==> config.mk <==
export PLATFORM = sky130hd
export DESIGN_NAME = mbx_rx_queue
export DESIGN_NICKNAME = d
export VERILOG_FILES = /design/src/rtl/mbx_rx_queue.sv
export SDC_FILE = /design/constraint.sdc
export NUM_CORES = 1
export LEC_CHECK = 0
export BUFFER_PORTS_ARGS = -buffer_cell sky130_fd_sc_hd__buf_4
export CORE_MARGIN = 2
export CORE_UTILIZATION = 54
export DETAILED_ROUTE_END_ITERATION = 10
export GPL_TIMING_DRIVEN = 0
export PLACE_DENSITY = 0.83
export SLEW_MARGIN = 20
export SYNTH_ARGS = -nofsm -noshare
export SYNTH_HDL_FRONTEND = slang
export SYNTH_SLANG_ARGS = --single-unit
==> constraint.sdc <==
create_clock -name clk -period 7.8 [get_ports clk]
set_input_delay 1.56 -clock clk [delete_from_list [all_inputs] [get_ports clk]]
set_output_delay 1.56 -clock clk [all_outputs]
set_load 0.01 [all_outputs]
==> src/rtl/mbx_rx_queue.sv <==
module mbx_rx_queue #(
  parameter int DEPTH = 8,
  parameter int CHW   = 3
) (
  input  logic            clk,
  input  logic            rst_n,
  input  logic            push_valid,
  input  logic [63:0]     push_data,
  input  logic [CHW-1:0]  push_chan,
  output logic            push_accept,
  input  logic [5:0]      reg_addr,
  input  logic            reg_wen,
  input  logic [31:0]     reg_wdata,
  output logic [31:0]     reg_rdata,
  output logic            irq
);
  localparam int PW = (DEPTH > 1) ? $clog2(DEPTH) : 1;
  localparam logic [PW-1:0] LAST = PW'(DEPTH - 1);

  logic [CHW+63:0] slot [DEPTH];
  logic [PW-1:0]   wr_ptr, rd_ptr;
  logic            full, irq_sts;
  logic [4:0]      irq_mask;
  logic [CHW+63:0] head;
  logic            empty, flush, pop, clr, mask_we, pend;

  function automatic logic [PW-1:0] step(input logic [PW-1:0] p);
    return (p == LAST) ? '0 : p + 1'b1;
  endfunction

  assign empty       = (wr_ptr == rd_ptr) && !full;
  assign flush       = reg_wen && reg_addr == 6'h10 && reg_wdata == 32'd0;
  assign pop         = reg_wen && reg_addr == 6'h0C && reg_wdata[0] && !empty;
  assign clr         = reg_wen && reg_addr == 6'h18 && reg_wdata[0];
  assign mask_we     = reg_wen && reg_addr == 6'h1C;
  assign push_accept = push_valid && !full && !flush;
  assign pend        = !empty && !irq_mask[0];
  assign head        = slot[rd_ptr];
  assign irq         = irq_sts && !irq_mask[0];

  always_ff @(posedge clk or negedge rst_n) begin
    if (!rst_n) begin
      wr_ptr   <= '0;
      rd_ptr   <= '0;
      full     <= 1'b0;
      irq_sts  <= 1'b0;
      irq_mask <= 5'h1F;
    end else begin
      if (mask_we) irq_mask <= reg_wdata[4:0];
      if (flush) begin
        wr_ptr  <= '0;
        rd_ptr  <= '0;
        full    <= 1'b0;
        irq_sts <= 1'b0;
      end else begin
        if (pop) rd_ptr <= step(rd_ptr);
        if (push_accept) wr_ptr <= step(wr_ptr);
        if (push_accept && !pop && step(wr_ptr) == rd_ptr) full <= 1'b1;
        else if (pop && !push_accept) full <= 1'b0;
        irq_sts <= pend || (irq_sts && !clr);
      end
    end
  end

  always_ff @(posedge clk) begin
    if (push_accept) slot[wr_ptr] <= {push_chan, push_data};
  end

  always_comb begin
    case (reg_addr)
      6'h00:   reg_rdata = 32'(head[CHW+63:64]);
      6'h04:   reg_rdata = head[31:0];
      6'h08:   reg_rdata = head[63:32];
      6'h14:   reg_rdata = {8'(rd_ptr), 8'(wr_ptr), 13'd0, full, 2'd0};
      6'h18:   reg_rdata = {31'd0, irq_sts};
      6'h1C:   reg_rdata = {27'd0, irq_mask};
      6'h24:   reg_rdata = 32'(DEPTH - 1);
      default: reg_rdata = 32'd0;
    endcase
  end
endmodule

==> impl_metrics.toml, run 1 <==
[floorplanning]
die_h_um = 203
die_area_um2 = 41200
start_util = 0.550
die_w_um = 203
rows = 72
core_um2 = 38800
num_io_pins = 143

[yosys]
syn_inst = 951
synth_warnings = 0
synth_edf_count = 536
synth_area_leaders = "edfxtp_1, mux4_2, mux2i_1"
ys.flop_type = "edfxtp_1"
syn_area_um2 = 21400
ys_types = 49
yosysTopAreaCellShare = 0.754
ys_ff_latch = 549
synth_nets = 1064
ys_seq_area_frac = 0.769
async_flop_share = 0.0237
synth.avg_cell_area_um2 = 22.5
synth_top_cell_by_area = "edfxtp_1"

[cts]
cts.htree.levels = 2
cts_made_buffers = 50
cts_root_buf = "clkbuf_16"
cts_tree = "done"
insertion_delay_ns = 0.58
cts.sinks = 549
clk_path_buf_depth = 3
cts_setup_buffers = 0
clk_pin_slew_ns = 0.06
hold_buffers = 0
cts_resized = 0

[layout]
drive_above_1_share = 0.381
synthToLayoutAreaGrowth_pct = 18.7
layout.cells.non_filler = 1779
nets = 1334

[power]
power_density_nw_per_um2 = 243
comb_power_share = 0.077
power_w = 0.00616
cellInternalPower_w = 0.00487
ir_worst_vdd_mv = 0.167
leakage_nw = 8.62
pwr-share-seq = 0.535
p_sw_frac = 0.209
clkPwrFrac = 0.388
power_switching_w = 0.00129

[route]
num_vias = 11200
drtIter0Drc = 1294
firstDrtPassIters = 6
drc = 0
drt_wl_total_um = 49900
wl_per_cell_um = 28.0
vias_per_cell = 6.31
drtAntennaViolNets = 0

[sta]
worstMarginPinSlew_ns = 0.824
fin_worst_skew_ns = 0.0231
fmax_mhz = 182
rsz0062_at_grt = "false"
slew_headroom = 0.448
setup_viol = 0
slew_violations = 0
period_share = 0.704
period_minus_slack_ns = 5.49
finalWorstSetupSlack_ns = 2.31
hold_viol = 0

[worst_setup_path]
crit_buf_inv = 4
cp_max_fo = 10
required_ns = 6.24
path_class = "primary input to output pin"
arrival_ns = 3.93
slowest_delay_ns = 0.59
endpoint_kind = "output pin"
slowest_stage = "nor3_2"
cp-start-kind = "primary input"
cp_top_family = "buffers and inverters"
crit_path_cell_trace = "buf_4 > nor3_2 > nand2_1 > clkbuf_1 > clkbuf_1 > o22ai_1 > buf_4"

[status]
status = "finished clean"

[place]
numPortBuffers = 142
placed_cells = 1687
dp_hpwl_um = 33600
dpl_worst_slack_ns = 2.47
gp_congestion = 0.840

[grt]
grt_pass1_vias = 11600
antenna_found_initial = 3
grt_pass1_wl_um = 73400
grt.total_usage = 0.247
overflow = 0
grt_max_degree = 15

[job]
maxCapViolations = 0

[min_path]
hp-class = "flip-flop to flip-flop"
==> through the flow <==
stage | instance area (um^2) | TNS, ns | hold WS (ns) | utilization
final | 25300 | 0 | 0.544 | 0.653
after global routing | 25300 | 0 | 0.561 | 0.653
after CTS | 25300 | 0 | 0.543 | 0.653
after detailed placement | 23800 | 0 | 0.526 | 0.612
after global placement | 23100 | -1987.69 | 0.515 | 0.595
after floorplan | 21400 | 0 | 0.495 | -
==> flip-flops by register name, summed over array words and instances, names as in the netlist <==
signal / cells
slot: 536
irq_mask: 5
rd_ptr: 3
wr_ptr: 3
full: 1
irq_sts: 1
==> layer usage <==
metal  vias to the layer above  GRT usage  wire length [um]
met5                         -    0.00238                13
met4                         2     0.0876              1600
met3                       112     0.0533              5000
met2                       693      0.408             25000
met1                      5817      0.328             18200
li1                       4610          -                 -
==> Yosys cell counts, drive strengths merged, types with 3 or more instances <==
| master | n |
|---|---|
| dfrtp | 8 |
| nor3b | 8 |
| nand3 | 8 |
| nor2b | 3 |
| nor4 | 8 |
| clkbuf | 11 |
| ha | 4 |
| o211ai | 6 |
| nand2 | 13 |
| mux4 | 134 |
| mux2i | 51 |
| and2 | 5 |
| nand4 | 5 |
| buf | 38 |
| a22oi | 9 |
| dfstp | 5 |
| o21ai | 7 |
| xor2 | 4 |
| mux2 | 6 |
| o22ai | 21 |
| nor2 | 11 |
| edfxtp | 536 |
| nor3 | 10 |
| a21oi | 10 |
| a221oi | 5 |
| nor4b | 3 |
==> cells by family (layout without fill, tap and decap cells) <==
logic type,Yosys count,count (layout),share of synthesized area
and+or+nand+nor,85,85,0.0239
muxes,191,191,0.168
other,0,2,0
adders and majority gates,4,4,0.00234
DFF,549,549,0.769
xor gates and xnor gates,5,5,0.00205
buffers and inverters,51,359,0.0137
AOI/OAI and AO/OA,66,66,0.0206
==> tightest hold or removal path, cell delays in order, from the launching register on <==
cell	delay [ns]
dfrtp_1	0.36
a2bb2oi_1	0.07
nor2_1	0.08
==> worst paths after layout <==
check	startpoint	end	slack (ns)	cells after the start
max	reg_addr[1]	reg_rdata[11]	2.31	7
min	irq_sts$_DFF_PN0_	irq_sts$_DFF_PN0_	0.54	2
max reg2reg	full$_DFFE_PN0P_	slot[1][46]$_DFFE_PP_	4.92	8
min reg2reg	irq_sts$_DFF_PN0_	irq_sts$_DFF_PN0_	0.54	2
max in group asynchronous	rst_n	irq_mask[4]$_DFFE_PN1P_	6.72	1
min in group asynchronous	rst_n	irq_sts$_DFF_PN0_	0.81	1
==> area by class of cell <==
| type | instances | area (um^2) |
|---|---|---|
| diodes | 2 | 5.00 |
| plain buffers | 49 | 285 |
| clock buffers | 66 | 1330 |
| clock inverters | 24 | 238 |
| fillers | 2445 | 13500 |
| inverters | 2 | 7.51 |
| multi-input cells | 351 | 4700 |
| flip-flops and latches | 549 | 16400 |
| well taps | 518 | 648 |
| repair buffers | 218 | 1700 |
==> cell usage in the layout, fill, tap and decap left out, types with 3 or more instances in the layout <==
master and n:
clkinv_1 12, o21ai_0 6, mux2i_1 51, and2_1 5, nor2_1 11, buf_6 20
buf_4 211, clkbuf_16 51, xor2_1 4, nand4_1 5, edfxtp_1 536, nor3_1 3
nor4_1 7, dfstp_2 5, nor3b_1 3, nand2_1 13, a22oi_1 9, nor3b_2 5
o211ai_1 6, a21oi_1 10, nor3_2 7, clkinv_2 5, a221oi_1 5, mux4_2 134
o22ai_1 21, mux2_2 6, buf_2 24, dfrtp_1 8, nand3_1 8, clkbuf_1 26
nor2b_1 3, bufinv_16 5, ha_1 4
==> power by group through the flow <==
stage	Combinational, W	Sequential, W	Clock [W]
4_1_cts	0.000479	0.00330	0.00241
5_1_grt	0.000507	0.00330	0.00252
3_3_place_gp	0.000440	0.00337	0
2_1_floorplan	0.000294	0.00336	0
6_report	0.000475	0.00330	0.00239
3_5_place_dp	0.000473	0.00336	0
Power figures use the tool's default switching activity.
==> inputs of run 2 (changes only) <==
Settings changed: CORE_UTILIZATION 54 to 60, PLACE_DENSITY 0.83 to 0.87.
Clock period 7.8 ns to 5.6 ns, I/O delays scaled along.
==> impl_metrics.toml, run 2 (synthesized netlist as in run 1, its figures left out) <==
[sta]
hold_viol = 0
finalWorstSetupSlack_ns = 1.02
period_minus_slack_ns = 4.58
worstMarginPinSlew_ns = 0.908
setup_viol = 0
slew_violations = 0
slew_headroom = 0.389
period_share = 0.818
fmax_mhz = 218
rsz0062_at_grt = "false"
fin_worst_skew_ns = 0.0172

[layout]
synthToLayoutAreaGrowth_pct = 19.2
nets = 1317
largestRegisters = "slot (536), irq_mask (5)"
layout_common_cells = "edfxtp_1, buf_4, mux4_2, clkbuf_16, mux2i_1"
mostFrequentLayoutCell = "edfxtp_1"
final_util = 0.721
drive_above_1_share = 0.379
top_register = "slot"
largest_reg_flops = 536

[worst_setup_path]
endpoint_kind = "output pin"
path_class = "primary input to output pin"
cp-start-kind = "primary input"
cp_max_fo = 10
arrival_ns = 3.46
required_ns = 4.48

[place]
dp_hpwl_um = 33500
gp_congestion = 0.872
dpl_worst_slack_ns = 0.975
numPortBuffers = 142

[cts]
hold_buffers = 0
cts.sinks = 549
cts_setup_buffers = 0
cts.htree.levels = 2
cts_root_buf = "clkbuf_16"
clk_pin_slew_ns = 0.07
cts_tree = "done"
clk_path_buf_depth = 3
cts_resized = 0
insertion_delay_ns = 0.58
cts_made_buffers = 51

[floorplanning]
die_area_um2 = 37100
num_io_pins = 143
die_w_um = 193
start_util = 0.605
rows = 69
die_h_um = 193
core_um2 = 35300

[grt]
grt_max_degree = 16
grt_pass1_vias = 11800
met2_usage = 0.497
overflow = 0
grt_util_met3 = 0.0511
gr-max-usage-layer = "met2"
antenna_found_initial = 1
grt_pass1_wl_um = 75200
grt.total_usage = 0.287
grt.met1_usage = 0.371

[route]
drt_wl_total_um = 51800
vias_per_cell = 6.59
drc = 0
firstDrtPassIters = 5
wl_per_cell_um = 30.3
drtIter0Drc = 1240
drtAntennaViolNets = 0
num_vias = 11300

[power]
clkPwrFrac = 0.402
power_density_nw_per_um2 = 346
power_switching_w = 0.00185
power_w = 0.00881
p_sw_frac = 0.210
leakage_nw = 8.64
pwr-share-seq = 0.521
comb_power_share = 0.077
ir_worst_vdd_mv = 0.269
cellInternalPower_w = 0.00696

[job]
maxCapViolations = 0

[min_path]
hp-class = "primary input to asynchronous set/reset pin"

[status]
status = "finished clean"
-- run 2: layer usage --
| layer | up-vias | wire length (um) |
|---|---|---|
| li1 | 4589 | - |
| met1 | 5854 | 18400 |
| met2 | 705 | 27100 |
| met3 | 122 | 4610 |
| met4 | 0 | 1590 |
| met5 | - | 0 |
-- run 2: metrics by stage --
stage | setup TNS (ns) | cells | hold WS (ns) | cell area, um^2
6_report | 0 | 1709 | 0.396 | 25500
5_1_grt | 0 | 1708 | 0.398 | 25500
4_1_cts | 0 | 1707 | 0.385 | 25500
3_5_place_dp | 0 | 1612 | 0.527 | 23700
3_3_place_gp | -1689.57 | 1554 | 0.516 | 23000
2_1_floorplan | -172.30 | 951 | 0.495 | 21400
-- run 2: final timing paths --
kind	depth (start not counted)	slack (ns)	start	endpoint
setup / recovery	7	1.02	reg_addr[1]	reg_rdata[13]
hold / removal	1	0.40	rst_n	wr_ptr[1]$_DFFE_PN0P_
setup reg to reg	7	2.79	full$_DFFE_PN0P_	slot[1][55]$_DFFE_PP_
hold reg to reg	2	0.54	irq_sts$_DFF_PN0_	irq_sts$_DFF_PN0_
max in group asynchronous	1	4.96	rst_n	irq_mask[3]$_DFFE_PN1P_
min in group clk	2	0.54	irq_sts$_DFF_PN0_	irq_sts$_DFF_PN0_
-- run 2: area by class of cell --
cell class                 instances  area (um^2)
fill                            1913         9840
buffer                            49          285
tap                              461          577
multi-input combinational        351         4730
inverter                           2         7.51
clock inverter                    28          323
timing repair buffer             200         1730
sequential                       549        16400
clock buffer                      67         1390
antenna                            2         5.00
-- run 2: power by group through the flow --
stage | registers (W) | logic, W | clock network (W)
6_report | 0.00459 | 0.000678 | 0.00354
5_1_grt | 0.00459 | 0.000719 | 0.00372
4_1_cts | 0.00459 | 0.000682 | 0.00357
3_5_place_dp | 0.00468 | 0.000671 | 0
3_3_place_gp | 0.00468 | 0.000612 | 0
2_1_floorplan | 0.00467 | 0.000411 | 0
-- run 2: worst max-delay path, stage by stage --
cell      delay, ns
buf_4          0.12
nor3_2         0.59
nand2_1        0.22
clkbuf_1       0.40
clkbuf_1       0.39
o22ai_1        0.42
buf_4          0.20
